<file path="src/rtl/iso_link_pkg.sv">
package iso_link_pkg;

  // One channel's pair of barrier wires.
  typedef struct packed {
    logic set;
    logic rst;
  } barrier_pulse_t;

  localparam barrier_pulse_t PULSE_NONE = '{set: 1'b0, rst: 1'b0};

  // Pulse that conveys a given level.
  function automatic barrier_pulse_t level_pulse(input logic lvl);
    level_pulse.set = lvl;
    level_pulse.rst = ~lvl;
  endfunction

endpackage

</file>
<file path="src/rtl/iso_reset_sync.sv">
module iso_reset_sync (
  input  logic clk,
  input  logic rst_n,
  output logic rst_sync_n
);

  logic [1:0] stage_q;

  always_ff @(posedge clk or negedge rst_n) begin
    if (!rst_n) stage_q <= 2'b00;
    else        stage_q <= {stage_q[0], 1'b1};
  end

  assign rst_sync_n = stage_q[1];

endmodule

</file>
<file path="src/rtl/iso_refresh_timer.sv">
module iso_refresh_timer #(
  parameter int REFRESH_CYC = 100
) (
  input  logic clk,
  input  logic rst_n,
  input  logic run,      // sender powered
  input  logic restart,  // an edge pulse is being sent
  output logic due       // refresh slot this cycle
);

  localparam int CW = (REFRESH_CYC > 2) ? $clog2(REFRESH_CYC) : 1;
  localparam logic [CW-1:0] LAST = CW'(REFRESH_CYC - 1);

  logic [CW-1:0] cnt_q, cnt_d;

  assign due = run && (cnt_q == LAST);

  always_comb begin
    if (!run)                cnt_d = LAST;   // first powered edge is a slot
    else if (restart || due) cnt_d = '0;
    else                     cnt_d = cnt_q + 1'b1;
  end

  always_ff @(posedge clk or negedge rst_n) begin
    if (!rst_n) cnt_q <= LAST;
    else        cnt_q <= cnt_d;
  end

endmodule

</file>
<file path="src/rtl/iso_edge_encoder.sv">
module iso_edge_encoder
  import iso_link_pkg::*;
#(
  parameter int REFRESH_CYC = 100
) (
  input  logic           clk,
  input  logic           rst_n,
  input  logic           pwr_ok,
  input  logic           din,
  output barrier_pulse_t pulse_o
);

  logic           din_q;
  logic           edge_seen;
  logic           refresh_due;
  barrier_pulse_t pulse_q, pulse_d;

  assign edge_seen = pwr_ok && (din != din_q);

  iso_refresh_timer #(.REFRESH_CYC(REFRESH_CYC)) timer_i (
    .clk     (clk),
    .rst_n   (rst_n),
    .run     (pwr_ok),
    .restart (edge_seen),
    .due     (refresh_due)
  );

  // Edge beats refresh; nothing leaves an unpowered sender.
  always_comb begin
    pulse_d = PULSE_NONE;
    if (pwr_ok) begin
      if (edge_seen)        pulse_d = level_pulse(din);
      else if (refresh_due) pulse_d = level_pulse(din_q);
    end
  end

  always_ff @(posedge clk or negedge rst_n) begin
    if (!rst_n) begin
      din_q   <= 1'b0;
      pulse_q <= PULSE_NONE;
    end else begin
      din_q   <= din;
      pulse_q <= pulse_d;
    end
  end

  assign pulse_o = pulse_q;

endmodule

</file>
<file path="src/rtl/iso_pulse_decoder.sv">
module iso_pulse_decoder
  import iso_link_pkg::*;
#(
  parameter int   WATCHDOG_CYC = 500,
  parameter logic DEFAULT_LVL  = 1'b1
) (
  input  logic           clk,
  input  logic           rst_n,
  input  logic           pwr_ok,
  input  barrier_pulse_t pulse_i,
  output logic           dout,
  output logic           lost,
  output logic           collide
);

  localparam int WW = (WATCHDOG_CYC > 2) ? $clog2(WATCHDOG_CYC) : 1;
  localparam logic [WW-1:0] WD_LAST = WW'(WATCHDOG_CYC - 1);

  logic          lvl_q, lvl_d;
  logic          lost_q, lost_d;
  logic          err_q, err_d;
  logic [WW-1:0] wd_q, wd_d;
  logic          valid;

  assign valid = pulse_i.set ^ pulse_i.rst;

  always_comb begin
    lvl_d  = lvl_q;
    lost_d = lost_q;
    wd_d   = wd_q;
    err_d  = 1'b0;
    if (!pwr_ok) begin
      lvl_d  = DEFAULT_LVL;
      lost_d = 1'b1;
      wd_d   = '0;
    end else if (valid) begin
      lvl_d  = pulse_i.set;
      lost_d = 1'b0;
      wd_d   = '0;
    end else begin
      err_d = pulse_i.set & pulse_i.rst;
      if (wd_q == WD_LAST) lost_d = 1'b1;
      else                 wd_d   = wd_q + 1'b1;
    end
  end

  always_ff @(posedge clk or negedge rst_n) begin
    if (!rst_n) begin
      lvl_q  <= DEFAULT_LVL;
      lost_q <= 1'b1;
      err_q  <= 1'b0;
      wd_q   <= '0;
    end else begin
      lvl_q  <= lvl_d;
      lost_q <= lost_d;
      err_q  <= err_d;
      wd_q   <= wd_d;
    end
  end

  assign dout    = lost_q ? DEFAULT_LVL : lvl_q;
  assign lost    = lost_q;
  assign collide = err_q;

endmodule

</file>
<file path="src/rtl/iso_pulse_link.sv">
module iso_pulse_link
  import iso_link_pkg::*;
#(
  parameter int                NUM_CH       = 2,
  parameter int                REFRESH_CYC  = 100,
  parameter int                WATCHDOG_CYC = 500,
  parameter logic [NUM_CH-1:0] DEFAULT_LVL  = 2'b01
) (
  input  logic              clk,
  input  logic              rst_n,
  input  logic              tx_pwr_ok,
  input  logic              rx_pwr_ok,
  input  logic [NUM_CH-1:0] din,
  output logic [NUM_CH-1:0] bar_set_o,
  output logic [NUM_CH-1:0] bar_rst_o,
  input  logic [NUM_CH-1:0] bar_set_i,
  input  logic [NUM_CH-1:0] bar_rst_i,
  output logic [NUM_CH-1:0] dout,
  output logic [NUM_CH-1:0] link_lost,
  output logic [NUM_CH-1:0] collide_err
);

  if (REFRESH_CYC < 2) begin : g_bad_refresh
    $error("REFRESH_CYC must be at least 2");
  end
  if (WATCHDOG_CYC <= 2 * REFRESH_CYC) begin : g_bad_watchdog
    $error("WATCHDOG_CYC must exceed twice REFRESH_CYC");
  end

  logic rst_sync_n;

  iso_reset_sync rsync_i (
    .clk        (clk),
    .rst_n      (rst_n),
    .rst_sync_n (rst_sync_n)
  );

  for (genvar c = 0; c < NUM_CH; c++) begin : g_ch
    barrier_pulse_t tx_pulse;
    barrier_pulse_t rx_pulse;

    iso_edge_encoder #(.REFRESH_CYC(REFRESH_CYC)) enc_i (
      .clk     (clk),
      .rst_n   (rst_sync_n),
      .pwr_ok  (tx_pwr_ok),
      .din     (din[c]),
      .pulse_o (tx_pulse)
    );

    assign bar_set_o[c] = tx_pulse.set;
    assign bar_rst_o[c] = tx_pulse.rst;
    assign rx_pulse     = '{set: bar_set_i[c], rst: bar_rst_i[c]};

    iso_pulse_decoder #(
      .WATCHDOG_CYC (WATCHDOG_CYC),
      .DEFAULT_LVL  (DEFAULT_LVL[c])
    ) dec_i (
      .clk     (clk),
      .rst_n   (rst_sync_n),
      .pwr_ok  (rx_pwr_ok),
      .pulse_i (rx_pulse),
      .dout    (dout[c]),
      .lost    (link_lost[c]),
      .collide (collide_err[c])
    );
  end

endmodule

</file>
<file path="config.mk">
export PLATFORM = sky130hd
export DESIGN_NAME = iso_pulse_link
export DESIGN_NICKNAME = d
export VERILOG_FILES = /design/src/rtl/iso_link_pkg.sv /design/src/rtl/iso_reset_sync.sv /design/src/rtl/iso_refresh_timer.sv /design/src/rtl/iso_edge_encoder.sv /design/src/rtl/iso_pulse_decoder.sv /design/src/rtl/iso_pulse_link.sv
export SDC_FILE = /design/constraint.sdc
export NUM_CORES = 1
export LEC_CHECK = 0
export BUFFER_PORTS_ARGS = -buffer_cell sky130_fd_sc_hd__buf_2
export CORE_MARGIN = 10
export CORE_UTILIZATION = 35
export DETAILED_ROUTE_END_ITERATION = 8
export HOLD_SLACK_MARGIN = 0.06
export PLACE_DENSITY = 0.59
export SLEW_MARGIN = 15
export SYNTH_ARGS = -nofsm -noshare
export SYNTH_HDL_FRONTEND = slang
export SYNTH_SLANG_ARGS = --single-unit
</file>
<file path="constraint.sdc">
create_clock -name clk -period 1.85 [get_ports clk]
set_input_delay 0.37 -clock clk [delete_from_list [all_inputs] [get_ports clk]]
set_output_delay 0.37 -clock clk [all_outputs]
set_load 0.02 [all_outputs]
</file>
==> results of run 1 <==
-- worst paths after layout --
check | start | to | slack [ns] | depth (start not counted)
hold / removal | rsync_i.stage_q[1]$_DFF_PN0_ | g_ch[1].dec_i.wd_q[4]$_DFFE_PN0P_ | 0.24 | 0
setup reg to reg | g_ch[0].enc_i.timer_i.cnt_q[6]$_DFF_PN1_ | g_ch[0].enc_i.timer_i.cnt_q[6]$_DFF_PN1_ | 0.36 | 3
hold reg to reg | rsync_i.stage_q[1]$_DFF_PN0_ | g_ch[1].dec_i.wd_q[4]$_DFFE_PN0P_ | 0.24 | 0
min in group clk | din[0] | g_ch[0].enc_i.din_q$_DFF_PN0_ | 0.24 | 1
setup / recovery | g_ch[0].enc_i.timer_i.cnt_q[6]$_DFF_PN1_ | g_ch[0].enc_i.timer_i.cnt_q[6]$_DFF_PN1_ | 0.36 | 3
max in group asynchronous | rsync_i.stage_q[1]$_DFF_PN0_ | g_ch[1].enc_i.timer_i.cnt_q[6]$_DFF_PN1_ | 1.04 | 1
-- Yosys cell counts, types with 2 or more instances --
cell type	instances
sky130_fd_sc_hd__or4_1	2
sky130_fd_sc_hd__nor2b_1	3
sky130_fd_sc_hd__dfrtp_1	35
sky130_fd_sc_hd__and4_1	2
sky130_fd_sc_hd__ha_1	6
sky130_fd_sc_hd__nand4bb_1	2
sky130_fd_sc_hd__a31oi_1	2
sky130_fd_sc_hd__nand2_1	10
sky130_fd_sc_hd__nor3b_1	8
sky130_fd_sc_hd__dfstp_2	11
sky130_fd_sc_hd__and3_1	2
sky130_fd_sc_hd__nor3_1	4
sky130_fd_sc_hd__or3_1	5
sky130_fd_sc_hd__a21boi_0	2
sky130_fd_sc_hd__nand4_1	2
sky130_fd_sc_hd__nand2b_1	3
sky130_fd_sc_hd__xor2_1	10
sky130_fd_sc_hd__xnor2_1	3
sky130_fd_sc_hd__mux2i_1	2
sky130_fd_sc_hd__inv_1	4
sky130_fd_sc_hd__o31ai_1	2
sky130_fd_sc_hd__a22oi_1	4
sky130_fd_sc_hd__nor4b_1	2
sky130_fd_sc_hd__and2_1	2
sky130_fd_sc_hd__buf_4	6
sky130_fd_sc_hd__o31a_1	4
sky130_fd_sc_hd__nor2_1	4
sky130_fd_sc_hd__clkbuf_1	4
sky130_fd_sc_hd__o21ai_0	19
sky130_fd_sc_hd__a21oi_1	13
sky130_fd_sc_hd__a31o_2	4
sky130_fd_sc_hd__nand3_1	14
-- power groups by stage --
stage               Sequential (uW)  Clock, uW  Combinational (uW)
floorplan                      1150          0                 157
global placement               1150          0                 217
detailed placement             1150          0                 221
CTS                            1130        631                 223
global route                   1140        680                 250
finish                         1130        597                 217
-- flip-flops by register name, summed over array words and instances, names as in the netlist --
register,count
g_ch.dec_i.wd_q,18
g_ch.enc_i.din_q,2
g_ch.dec_i.collide,2
g_ch.enc_i.timer_i.cnt_q,14
g_ch.dec_i.lost,2
g_ch.dec_i.lvl_q,2
rsync_i.stage_q,2
g_ch.enc_i.pulse_o,4
-- stage by stage --
stage | hold WS [ns] | area [um2]
3_5_place_dp | 0.157 | 2340
3_3_place_gp | 0.156 | 2340
2_1_floorplan | 0.0744 | 2190
6_report | 0.235 | 2430
4_1_cts | 0.226 | 2430
5_1_grt | 0.228 | 2430
-- area by class of cell --
type                    count  area [um2]  share of cell area [%]
inverters                   4        15.0                   0.617
clock buffers               6        72.6                    2.98
flip-flops and latches     46        1170                    47.9
multi-input cells         143         947                    38.9
well taps                  75        93.8                    3.86
clock inverters             2        13.8                   0.566
repair buffers             21         125                    5.14
-- cells by family (layout without fill, tap and decap cells) --
logic type / count (synthesis) / after routing / synth area share [%]
simple gates: 70 / 70 / 19.4
fa+ha+maj: 6 / 6 / 3.43
buf+inv: 14 / 33 / 3.43
flops: 46 / 46 / 53.3
other cells: 1 / 1 / 0.171
xor+xnor: 13 / 13 / 5.21
mux: 2 / 2 / 0.915
compound gates: 51 / 51 / 14.2
-- layer usage --
| metal | track usage [%] | routed length [um] |
|---|---|---|
| met1 | 11.0 | 1970 |
| met4 | 2.65 | 34 |
| met5 | 0 | 0 |
| met2 | 12.6 | 1680 |
| met3 | 2.65 | 176 |
-- what timing repair did --
action / in CTS / in global routing
gates resized for setup: 0 / 0
hold buffers: 1 / 0
endpoints found under the hold margin: 2 / 0
endpoints found under the setup margin: 0 / 0
==> Flow_metrics.wiki, run 1 <==
{| class="wikitable"
! Metric !! Value
|-
| Global-route wire length before repair || 7090 um
|-
| CP endpoint kind || flip-flop
|-
| Count of maximum capacitance violations || 0
|-
| Routed len/inst || 13.0 um
|-
| Final HPWL from detailed placement || 2780 um
|-
| Fill cell instance count of the final layout || 594
|-
| Std-Cell Core Area || 5990 um2
|-
| Synthesized netlist cell count || 203
|-
| Global placement routability congestion || 0.764
|-
| Boundary Pins || 20
|-
| Share of cells above drive strength 1 || 21.2%
|-
| Biggest area consumer among synthesized cells || sky130_fd_sc_hd__dfrtp_1
|-
| Share of the cycle needed by the critical path after routing || 80.6%
|-
| Area contributors post-synth || sky130_fd_sc_hd__dfrtp_1 (40%), sky130_fd_sc_hd__dfstp_2 (13%), sky130_fd_sc_hd__o21ai_0 (4.3%), sky130_fd_sc_hd__xor2_1 (4.0%), sky130_fd_sc_hd__ha_1 (3.4%)
|-
| Post-CTS setup buffer count || 0
|-
| Number of buffers added by the clock tree synthesis step || 5
|-
| Commonest non-fill, non-tap cell in the layout || sky130_fd_sc_hd__dfrtp_1
|-
| Sum Neg Setup Slack || 0 ns
|-
| Vias per inst || 5.18
|-
| Net switching fraction of the power || 26.0%
|-
| Global-route total usage across every layer || 8.33%
|-
| Kind of cell adding the most delay to the critical path || flip-flops
|-
| Non-filler instance count after layout || 297
|-
| Number of clock sinks || 46
|-
| Maximum count of clock buffers along a single path || 2
|-
| DRC Markers || 0
|-
| Post-Route WL || 3860 um
|-
| Slowest cell on the critical path || sky130_fd_sc_hd__dfstp_2
|-
| End-of-flow core utilization || 40.6%
|-
| Final net count || 237
|-
| Clk Tree Root Cell || sky130_fd_sc_hd__clkbuf_8
|-
| Detailed router's first-iteration violation count || 53
|-
| Vias in the first global route || 1543
|-
| Power density cells || 798 nW/um2
|-
| Effective utilization at floorplan || 36.5%
|-
| HP Class || reg -> async
|-
| Count of final setup violators || 0
|-
| Area of the die || 9810 um2
|-
| Post-synthesis async set-or-reset flop share || 100%
|-
| Setup repair after global routing missed its margin || false
|-
| Cell-by-cell listing of the critical path || nor4b_1, a31o_2, a22oi_1
|-
| Critical Setup Path Class || reg -> reg
|-
| Distinct cell type count after synthesis || 39
|-
| Actual transition at the worst max-transition pin || 0.517 ns
|-
| Maximum VDD drop || 0.000474 V
|-
| Number of placement rows || 28
|-
| Max-slew violations || 0
|-
| Residual overflow from global routing || 0
|-
| Clock slew at the register clock pins of the worst setup and hold paths || 0.09 ns
|-
| Combinational fraction of design power || 11.2%
|-
| Required time reported for the critical path endpoint || 2.05 ns
|-
| Flops & latches, synth || 46
|-
| Via count || 1538
|-
| Mean area per synthesized cell || 10.8 um2
|-
| Yosys synthesis warning count || 0
|-
| Chip width || 99.1 um
|-
| Minimum setup slack after placement || 0.360 ns
|-
| CP bufs+invs || 0
|-
| Fmax achieved || 0.671 GHz
|-
| Worst EP arrival || 1.70 ns
|-
| Clock Latency Late Sink || 0.29 ns
|-
| Total chip power || 1940 uW
|-
| Yosys top cell area share || 40.0%
|-
| Leak pwr || 0.00100 uW
|-
| Clock power frac || 30.7%
|-
| Net load switching power || 506 uW
|-
| Pin count of the biggest net entering global routing || 24
|-
| Growth of design area from synthesis to finish || 11.3%
|-
| Number of enable-type register cells in the synthesized netlist || 0
|-
| Sequential group share of total power || 58.1%
|-
| Number of search-and-repair iterations in the first detailed-routing pass || 4
|-
| Sequential share of the synthesized area || 53.3%
|-
| Outcome || completed
|-
| Final setup margin || 0.359 ns
|-
| Die H || 99.1 um
|-
| Clock tree from TritonCTS || built
|-
| Cell Count Post-Placement || 288
|-
| Highest fanout seen on the critical path || 7
|-
| Final hold violations || 0
|-
| Netlist Area Pre-Place || 2190 um2
|-
| Antenna violations before repair || 0
|-
| Synth Flop Type || sky130_fd_sc_hd__dfrtp_1
|-
| Maximum single-stage delay on the critical path || 0.54 ns
|-
| Antenna Cells || 0
|-
| Type of origin of the critical path || flip-flop
|-
| Maximum clock skew at final layout || 0.0109 ns
|-
| Tightest slew margin relative to the limit || 65.0%
|-
| Highest-count cells in the layout ignoring fill and taps || sky130_fd_sc_hd__dfrtp_1 (34), sky130_fd_sc_hd__o21ai_0 (19), sky130_fd_sc_hd__buf_2 (19)
|-
| Power Internal || 1440 uW
|-
| Period minus WS final || 1.49 ns
|-
| IO Port Bufs || 19
|-
| Number of nets with antenna violations after detailed routing || 0
|-
| H-tree depth reported by CTS || 2
|-
| Mapped Nets || 219
|}
Note: power is estimated with default switching activity, not from simulation.
==> inputs of run 2 (changes only) <==
- clock period: 1.85 -> 1.5 ns (I/O delays scaled with it)
==> Flow_metrics.wiki, run 2 (synthesis results as in run 1) <==
{| class="wikitable"
! Metric !! Value
|-
| H-tree depth reported by CTS || 2
|-
| Storage element area || 1170 um2
|-
| Count of maximum capacitance violations || 0
|-
| Number of nets with antenna violations after detailed routing || 0
|-
| Final setup margin || 0.0941 ns
|-
| Non-filler instance count after layout || 307
|-
| Sum Neg Setup Slack || 0 ns
|-
| Depth of the worst register-to-register path || 4
|-
| Reg2reg end || g_ch[0].enc_i.timer_i.cnt_q[6]$_DFF_PN1_
|-
| Leak pwr || 0.00104 uW
|-
| Pin count of the biggest net entering global routing || 45
|-
| Boundary Pins || 20
|-
| Fmax achieved || 0.711 GHz
|-
| GR Util met1 || 10.9%
|-
| Antenna violations before repair || 0
|-
| Maximum clock skew at final layout || 0.00733 ns
|-
| Clk Tree Root Cell || sky130_fd_sc_hd__clkbuf_8
|-
| DRC Markers || 0
|-
| Fill cell instance count of the final layout || 597
|-
| Share of the cycle needed by the critical path after routing || 93.7%
|-
| Highest-count cells in the layout ignoring fill and taps || sky130_fd_sc_hd__dfrtp_1 (34), sky130_fd_sc_hd__o21ai_0 (19), sky130_fd_sc_hd__buf_2 (19)
|-
| Most flops, register || g_ch.dec_i.wd_q
|-
| Hold_sp || din[1]
|-
| Number of placement rows || 28
|-
| Global-route wire length before repair || 7120 um
|-
| Chip width || 99.1 um
|-
| Critical Setup Path Class || reg -> out
|-
| Post-Route WL || 4090 um
|-
| Worst min-delay path endpoint || g_ch[1].enc_i.din_q$_DFF_PN0_
|-
| Required time reported for the critical path endpoint || 1.20 ns
|-
| Global placement routability congestion || 0.721
|-
| Global Route met3 Usage || 3.28%
|-
| Vias per inst || 5.15
|-
| Period minus WS final || 1.41 ns
|-
| Share of cells above drive strength 1 || 25.4%
|-
| Post-CTS setup buffer count || 0
|-
| Post-route cell area || 2520 um2
|-
| Std-Cell Core Area || 5990 um2
|-
| Commonest non-fill, non-tap cell in the layout || sky130_fd_sc_hd__dfrtp_1
|-
| Worst EP arrival || 1.11 ns
|-
| Final hold violations || 0
|-
| Residual overflow from global routing || 0
|-
| Maximum count of clock buffers along a single path || 2
|-
| Via count || 1582
|-
| Vias in the first global route || 1578
|-
| Number of search-and-repair iterations in the first detailed-routing pass || 4
|-
| Number of flip-flops in the largest register || 18
|-
| DP Area || 2410 um2
|-
| Clock slew at the register clock pins of the worst setup and hold paths || 0.08 ns
|-
| Most crowded layer after global routing || met2
|-
| Minimum setup slack after placement || 0.126 ns
|-
| IO Port Bufs || 19
|-
| Maximum single-stage delay on the critical path || 0.38 ns
|-
| HP Class || in -> reg
|-
| Type of origin of the critical path || flip-flop
|-
| Final net count || 247
|-
| Die H || 99.1 um
|-
| Routed len/inst || 13.3 um
|-
| Number of clock sinks || 46
|-
| End-of-flow core utilization || 42.0%
|-
| Clock tree from TritonCTS || built
|-
| Area of the die || 9810 um2
|-
| Setup repair after global routing missed its margin || false
|-
| Effective utilization at floorplan || 36.5%
|-
| Slowest cell on the critical path || sky130_fd_sc_hd__dfstp_2
|-
| Number of buffers added by the clock tree synthesis step || 5
|-
| Outcome || completed
|-
| Clock Latency Late Sink || 0.29 ns
|-
| Highest fanout seen on the critical path || 3
|-
| Final HPWL from detailed placement || 2800 um
|-
| Count of final setup violators || 0
|-
| Global-route total usage across every layer || 8.51%
|-
| Hold Path Cell Cnt || 1
|-
| Growth of design area from synthesis to finish || 15.2%
|-
| Cell-by-cell listing of the critical path || or2_2, buf_2
|-
| Cell Count Post-Placement || 298
|-
| Detailed router's first-iteration violation count || 46
|-
| CP endpoint kind || output port
|-
| Maximum VDD drop || 0.000442 V
|-
| Reg-to-reg critical path startpoint || g_ch[0].enc_i.timer_i.cnt_q[0]$_DFF_PN1_
|-
| Max-slew violations || 0
|-
| Multi-input combinational cell area || 963 um2
|-
| Antenna Cells || 0
|-
| Reg2reg setup slack || 0.12 ns
|-
| GR met2 Demand/Resource || 12.8%
|-
| Power density cells || 960 nW/um2
|}
## run 2: how the worst max path moves through the flow
stage | start | endpoint | slack, ns
floorplan | rsync_i.stage_q[1]$_DFF_PN0_ | g_ch[0].dec_i.collide$_DFF_PN0_ | 0.14
global placement | g_ch[0].enc_i.timer_i.cnt_q[6]$_DFF_PN1_ | g_ch[0].enc_i.timer_i.cnt_q[5]$_DFF_PN1_ | 0.07
detailed placement | g_ch[0].dec_i.wd_q[0]$_DFFE_PN0P_ | g_ch[0].dec_i.wd_q[6]$_DFFE_PN0P_ | 0.13
CTS | g_ch[0].dec_i.lost$_DFFE_PN1P_ | dout[0] | 0.07
global route | g_ch[0].dec_i.wd_q[0]$_DFFE_PN0P_ | g_ch[0].dec_i.wd_q[6]$_DFFE_PN0P_ | 0.003
finish | g_ch[0].dec_i.lost$_DFFE_PN1P_ | dout[0] | 0.09
## run 2: cell type report
| type | count | area share (%) |
|---|---|---|
| multi-input combinational | 143 | 38.3 |
| sequential | 46 | 46.3 |
| timing repair buffer | 31 | 7.95 |
| tap | 75 | 3.73 |
| clock buffer | 8 | 3.18 |
| inverter | 4 | 0.596 |
## run 2: per-stage QoR
step           total power, uW  hold slack [ns]
2_1_floorplan             1610          0.00441
4_1_cts                   2460            0.155
6_report                  2420            0.163
3_5_place_dp              1730           0.0878
5_1_grt                   2570            0.152
3_3_place_gp              1720           0.0860
## run 2: timing repair
action / 4_1_cts / 5_1_grt
hold buffers: 1 / 0
setup endpoints to repair: 0 / 6
hold endpoints to repair: 2 / 0
gates resized for setup: 0 / 4
## run 2: critical path: cells and delay by family, from the launching register on
family / cells / cell delay (ns)
buffers and inverters: 1 / 0.16
AND/OR/NAND/NOR: 1 / 0.28
flip-flops: 1 / 0.38
## run 2: layer usage
layer | vias to the layer above | part of all wire, %
li1 | 798 | -
met1 | 761 | 50
met2 | 21 | 44
met3 | 2 | 5.6
met4 | 0 | 0.56
met5 | - | 0
## run 2: where the power goes
| part | internal, uW | leakage (uW) | switching [uW] |
|---|---|---|---|
| combinational | 148 | 0.000416 | 174 |
| clock | 332 | 0.0000395 | 384 |
| sequential | 1330 | 0.000588 | 51.6 |
| total | 1810 | 0.00104 | 610 |
==> inputs of run 3 (changes only) <==
- clock period: 1.5 -> 1.6 ns (I/O delays scaled with it)
==> Flow_metrics.wiki, run 3 (synthesis results as in run 1) <==
{| class="wikitable"
! Metric !! Value
|-
| Global-route wire length before repair || 7130 um
|-
| Net load switching power || 577 uW
|-
| Power Internal || 1720 uW
|-
| Global-route total usage across every layer || 8.51%
|-
| Final hold violations || 0
|-
| Type of origin of the critical path || flip-flop
|-
| Count of maximum capacitance violations || 0
|-
| Reg2reg setup slack || 0.1 ns
|-
| IO Port Bufs || 19
|-
| Final net count || 241
|-
| Std-Cell Core Area || 5990 um2
|-
| Vias in the first global route || 1573
|-
| Routed len/inst || 13.2 um
|-
| Via count || 1564
|-
| Clock slew at the register clock pins of the worst setup and hold paths || 0.09 ns
|-
| Total chip power || 2300 uW
|-
| Highest fanout seen on the critical path || 7
|-
| Boundary Pins || 20
|-
| Maximum count of clock buffers along a single path || 2
|-
| Reg2reg end || g_ch[0].enc_i.timer_i.cnt_q[5]$_DFF_PN1_
|-
| Number of placement rows || 28
|-
| Sequential group share of total power || 56.8%
|-
| Highest-count cells in the layout ignoring fill and taps || sky130_fd_sc_hd__dfrtp_1 (34), sky130_fd_sc_hd__o21ai_0 (19), sky130_fd_sc_hd__buf_2 (19)
|-
| Combinational fraction of design power || 11.8%
|-
| Number of buffers added by the clock tree synthesis step || 5
|-
| Worst min-delay path endpoint || g_ch[1].enc_i.din_q$_DFF_PN0_
|-
| Maximum VDD drop || 0.000510 V
|-
| Sum Neg Setup Slack || 0 ns
|-
| Post-Route WL || 3980 um
|-
| Share of cells above drive strength 1 || 23.0%
|-
| Worst EP arrival || 1.70 ns
|-
| Vias per inst || 5.20
|-
| DRC Markers || 0
|-
| Growth of design area from synthesis to finish || 13.2%
|-
| H-tree depth reported by CTS || 2
|-
| Detailed router's first-iteration violation count || 70
|-
| Chip width || 99.1 um
|-
| Pin count of the biggest net entering global routing || 23
|-
| Clk Tree Root Cell || sky130_fd_sc_hd__clkbuf_8
|-
| Commonest non-fill, non-tap cell in the layout || sky130_fd_sc_hd__dfrtp_1
|-
| Number of search-and-repair iterations in the first detailed-routing pass || 4
|-
| CP endpoint kind || flip-flop
|-
| Critical Setup Path Class || reg -> reg
|-
| Number of clock sinks || 46
|-
| Clock power frac || 31.4%
|-
| Required time reported for the critical path endpoint || 1.80 ns
|-
| Most flops, register || g_ch.dec_i.wd_q
|-
| Post-CTS setup buffer count || 0
|-
| Hold Path Cell Cnt || 1
|-
| Clock tree from TritonCTS || built
|-
| Antenna violations before repair || 0
|-
| Actual transition at the worst max-transition pin || 0.513 ns
|-
| Reg-to-reg critical path startpoint || g_ch[0].enc_i.timer_i.cnt_q[6]$_DFF_PN1_
|-
| Fmax achieved || 0.666 GHz
|-
| Count of final setup violators || 0
|-
| Fill cell instance count of the final layout || 575
|-
| Clock Latency Late Sink || 0.29 ns
|-
| Maximum clock skew at final layout || 0.00967 ns
|-
| Power density cells || 927 nW/um2
|-
| Storage element area || 1170 um2
|-
| Die H || 99.1 um
|-
| Hold_sp || din[1]
|-
| Leak pwr || 0.00102 uW
|-
| Effective utilization at floorplan || 36.5%
|-
| Number of nets with antenna violations after detailed routing || 0
|-
| Area of the die || 9810 um2
|-
| Final HPWL from detailed placement || 2880 um
|-
| Residual overflow from global routing || 0
|-
| Multi-input combinational cell area || 956 um2
|-
| Antenna Cells || 0
|-
| Setup repair after global routing missed its margin || false
|-
| Depth of the worst register-to-register path || 3
|-
| Period minus WS final || 1.50 ns
|-
| Global placement routability congestion || 0.701
|-
| Number of flip-flops in the largest register || 18
|-
| Outcome || completed
|-
| Share of the cycle needed by the critical path after routing || 93.8%
|-
| Max-slew violations || 0
|-
| Tightest slew margin relative to the limit || 65.3%
|-
| HP Class || in -> reg
|-
| Net switching fraction of the power || 25.2%
|}
run 3: changes by cell type in the layout (fill, tap and decap cells not counted):
cell	change
sky130_fd_sc_hd__clkbuf_1	-1
sky130_fd_sc_hd__ha_1	+1
sky130_fd_sc_hd__nand3_1	+1
sky130_fd_sc_hd__ha_2	-1
sky130_fd_sc_hd__clkbuf_8	+1
sky130_fd_sc_hd__nand3_2	-1
sky130_fd_sc_hd__buf_4	-6
run 3: cell type report:
class | instances | share of cell area (%)
well taps | 75 | 3.79
inverters | 4 | 0.606
flip-flops and latches | 46 | 47.1
repair buffers | 25 | 6.27
multi-input cells | 143 | 38.6
clock buffers | 8 | 3.64
run 3: repair_timing:
action                     4_1_cts  5_1_grt
gates resized for setup          0        2
hold endpoints to repair         2        0
hold buffers                     1        0
setup endpoints to repair        0        3
run 3: how the worst max path moves through the flow:
stage / start / to / slack (ns)
2_1_floorplan: rsync_i.stage_q[1]$_DFF_PN0_ / g_ch[0].dec_i.collide$_DFF_PN0_ / 0.24
3_3_place_gp: g_ch[0].enc_i.timer_i.cnt_q[6]$_DFF_PN1_ / g_ch[0].enc_i.timer_i.cnt_q[5]$_DFF_PN1_ / 0.13
3_5_place_dp: g_ch[0].enc_i.timer_i.cnt_q[6]$_DFF_PN1_ / g_ch[0].enc_i.timer_i.cnt_q[0]$_DFF_PN1_ / 0.07
4_1_cts: g_ch[0].enc_i.timer_i.cnt_q[6]$_DFF_PN1_ / g_ch[0].enc_i.pulse_o[0]$_DFF_PN0_ / 0.07
5_1_grt: g_ch[0].enc_i.timer_i.cnt_q[6]$_DFF_PN1_ / g_ch[0].enc_i.timer_i.cnt_q[5]$_DFF_PN1_ / 0.01
6_report: g_ch[0].enc_i.timer_i.cnt_q[6]$_DFF_PN1_ / g_ch[0].enc_i.timer_i.cnt_q[5]$_DFF_PN1_ / 0.1
run 3: worst max-delay path, stage by stage, from the launching register on:
cell and delay [ns]:
sky130_fd_sc_hd__dfstp_2 0.54, sky130_fd_sc_hd__nor4b_1 0.44, sky130_fd_sc_hd__a31o_2 0.32, sky130_fd_sc_hd__a22oi_1 0.11
run 3: metal layers:
layer,share of wire (%),track usage (%),vias up,wire (um)
met2,45,13.3,24,1800
met5,0,0,-,0
li1,-,-,781,-
met3,5.0,2.86,4,197
met1,49,10.6,755,1940
met4,1.0,2.98,0,41
run 3: power by group through the flow:
stage                     Combinational (uW)  Clock, uW  Sequential, uW
after floorplan                          181          0            1330
after global placement                   267          0            1320
after detailed placement                 273          0            1320
after CTS                                277        765            1300
after global routing                     307        817            1320
final                                    272        721            1300
run 3: stage by stage:
step	hold slack, ns	cells	util, %	cell area, um2	setup slack [ns]
5_1_grt	0.171	301	41.3	2480	0.0132
6_report	0.175	301	41.3	2480	0.0996
2_1_floorplan	0.0244	203	-	2190	0.244
3_5_place_dp	0.107	292	39.5	2370	0.0746
4_1_cts	0.168	301	41.2	2470	0.0691
3_3_place_gp	0.108	292	39.5	2370	0.131
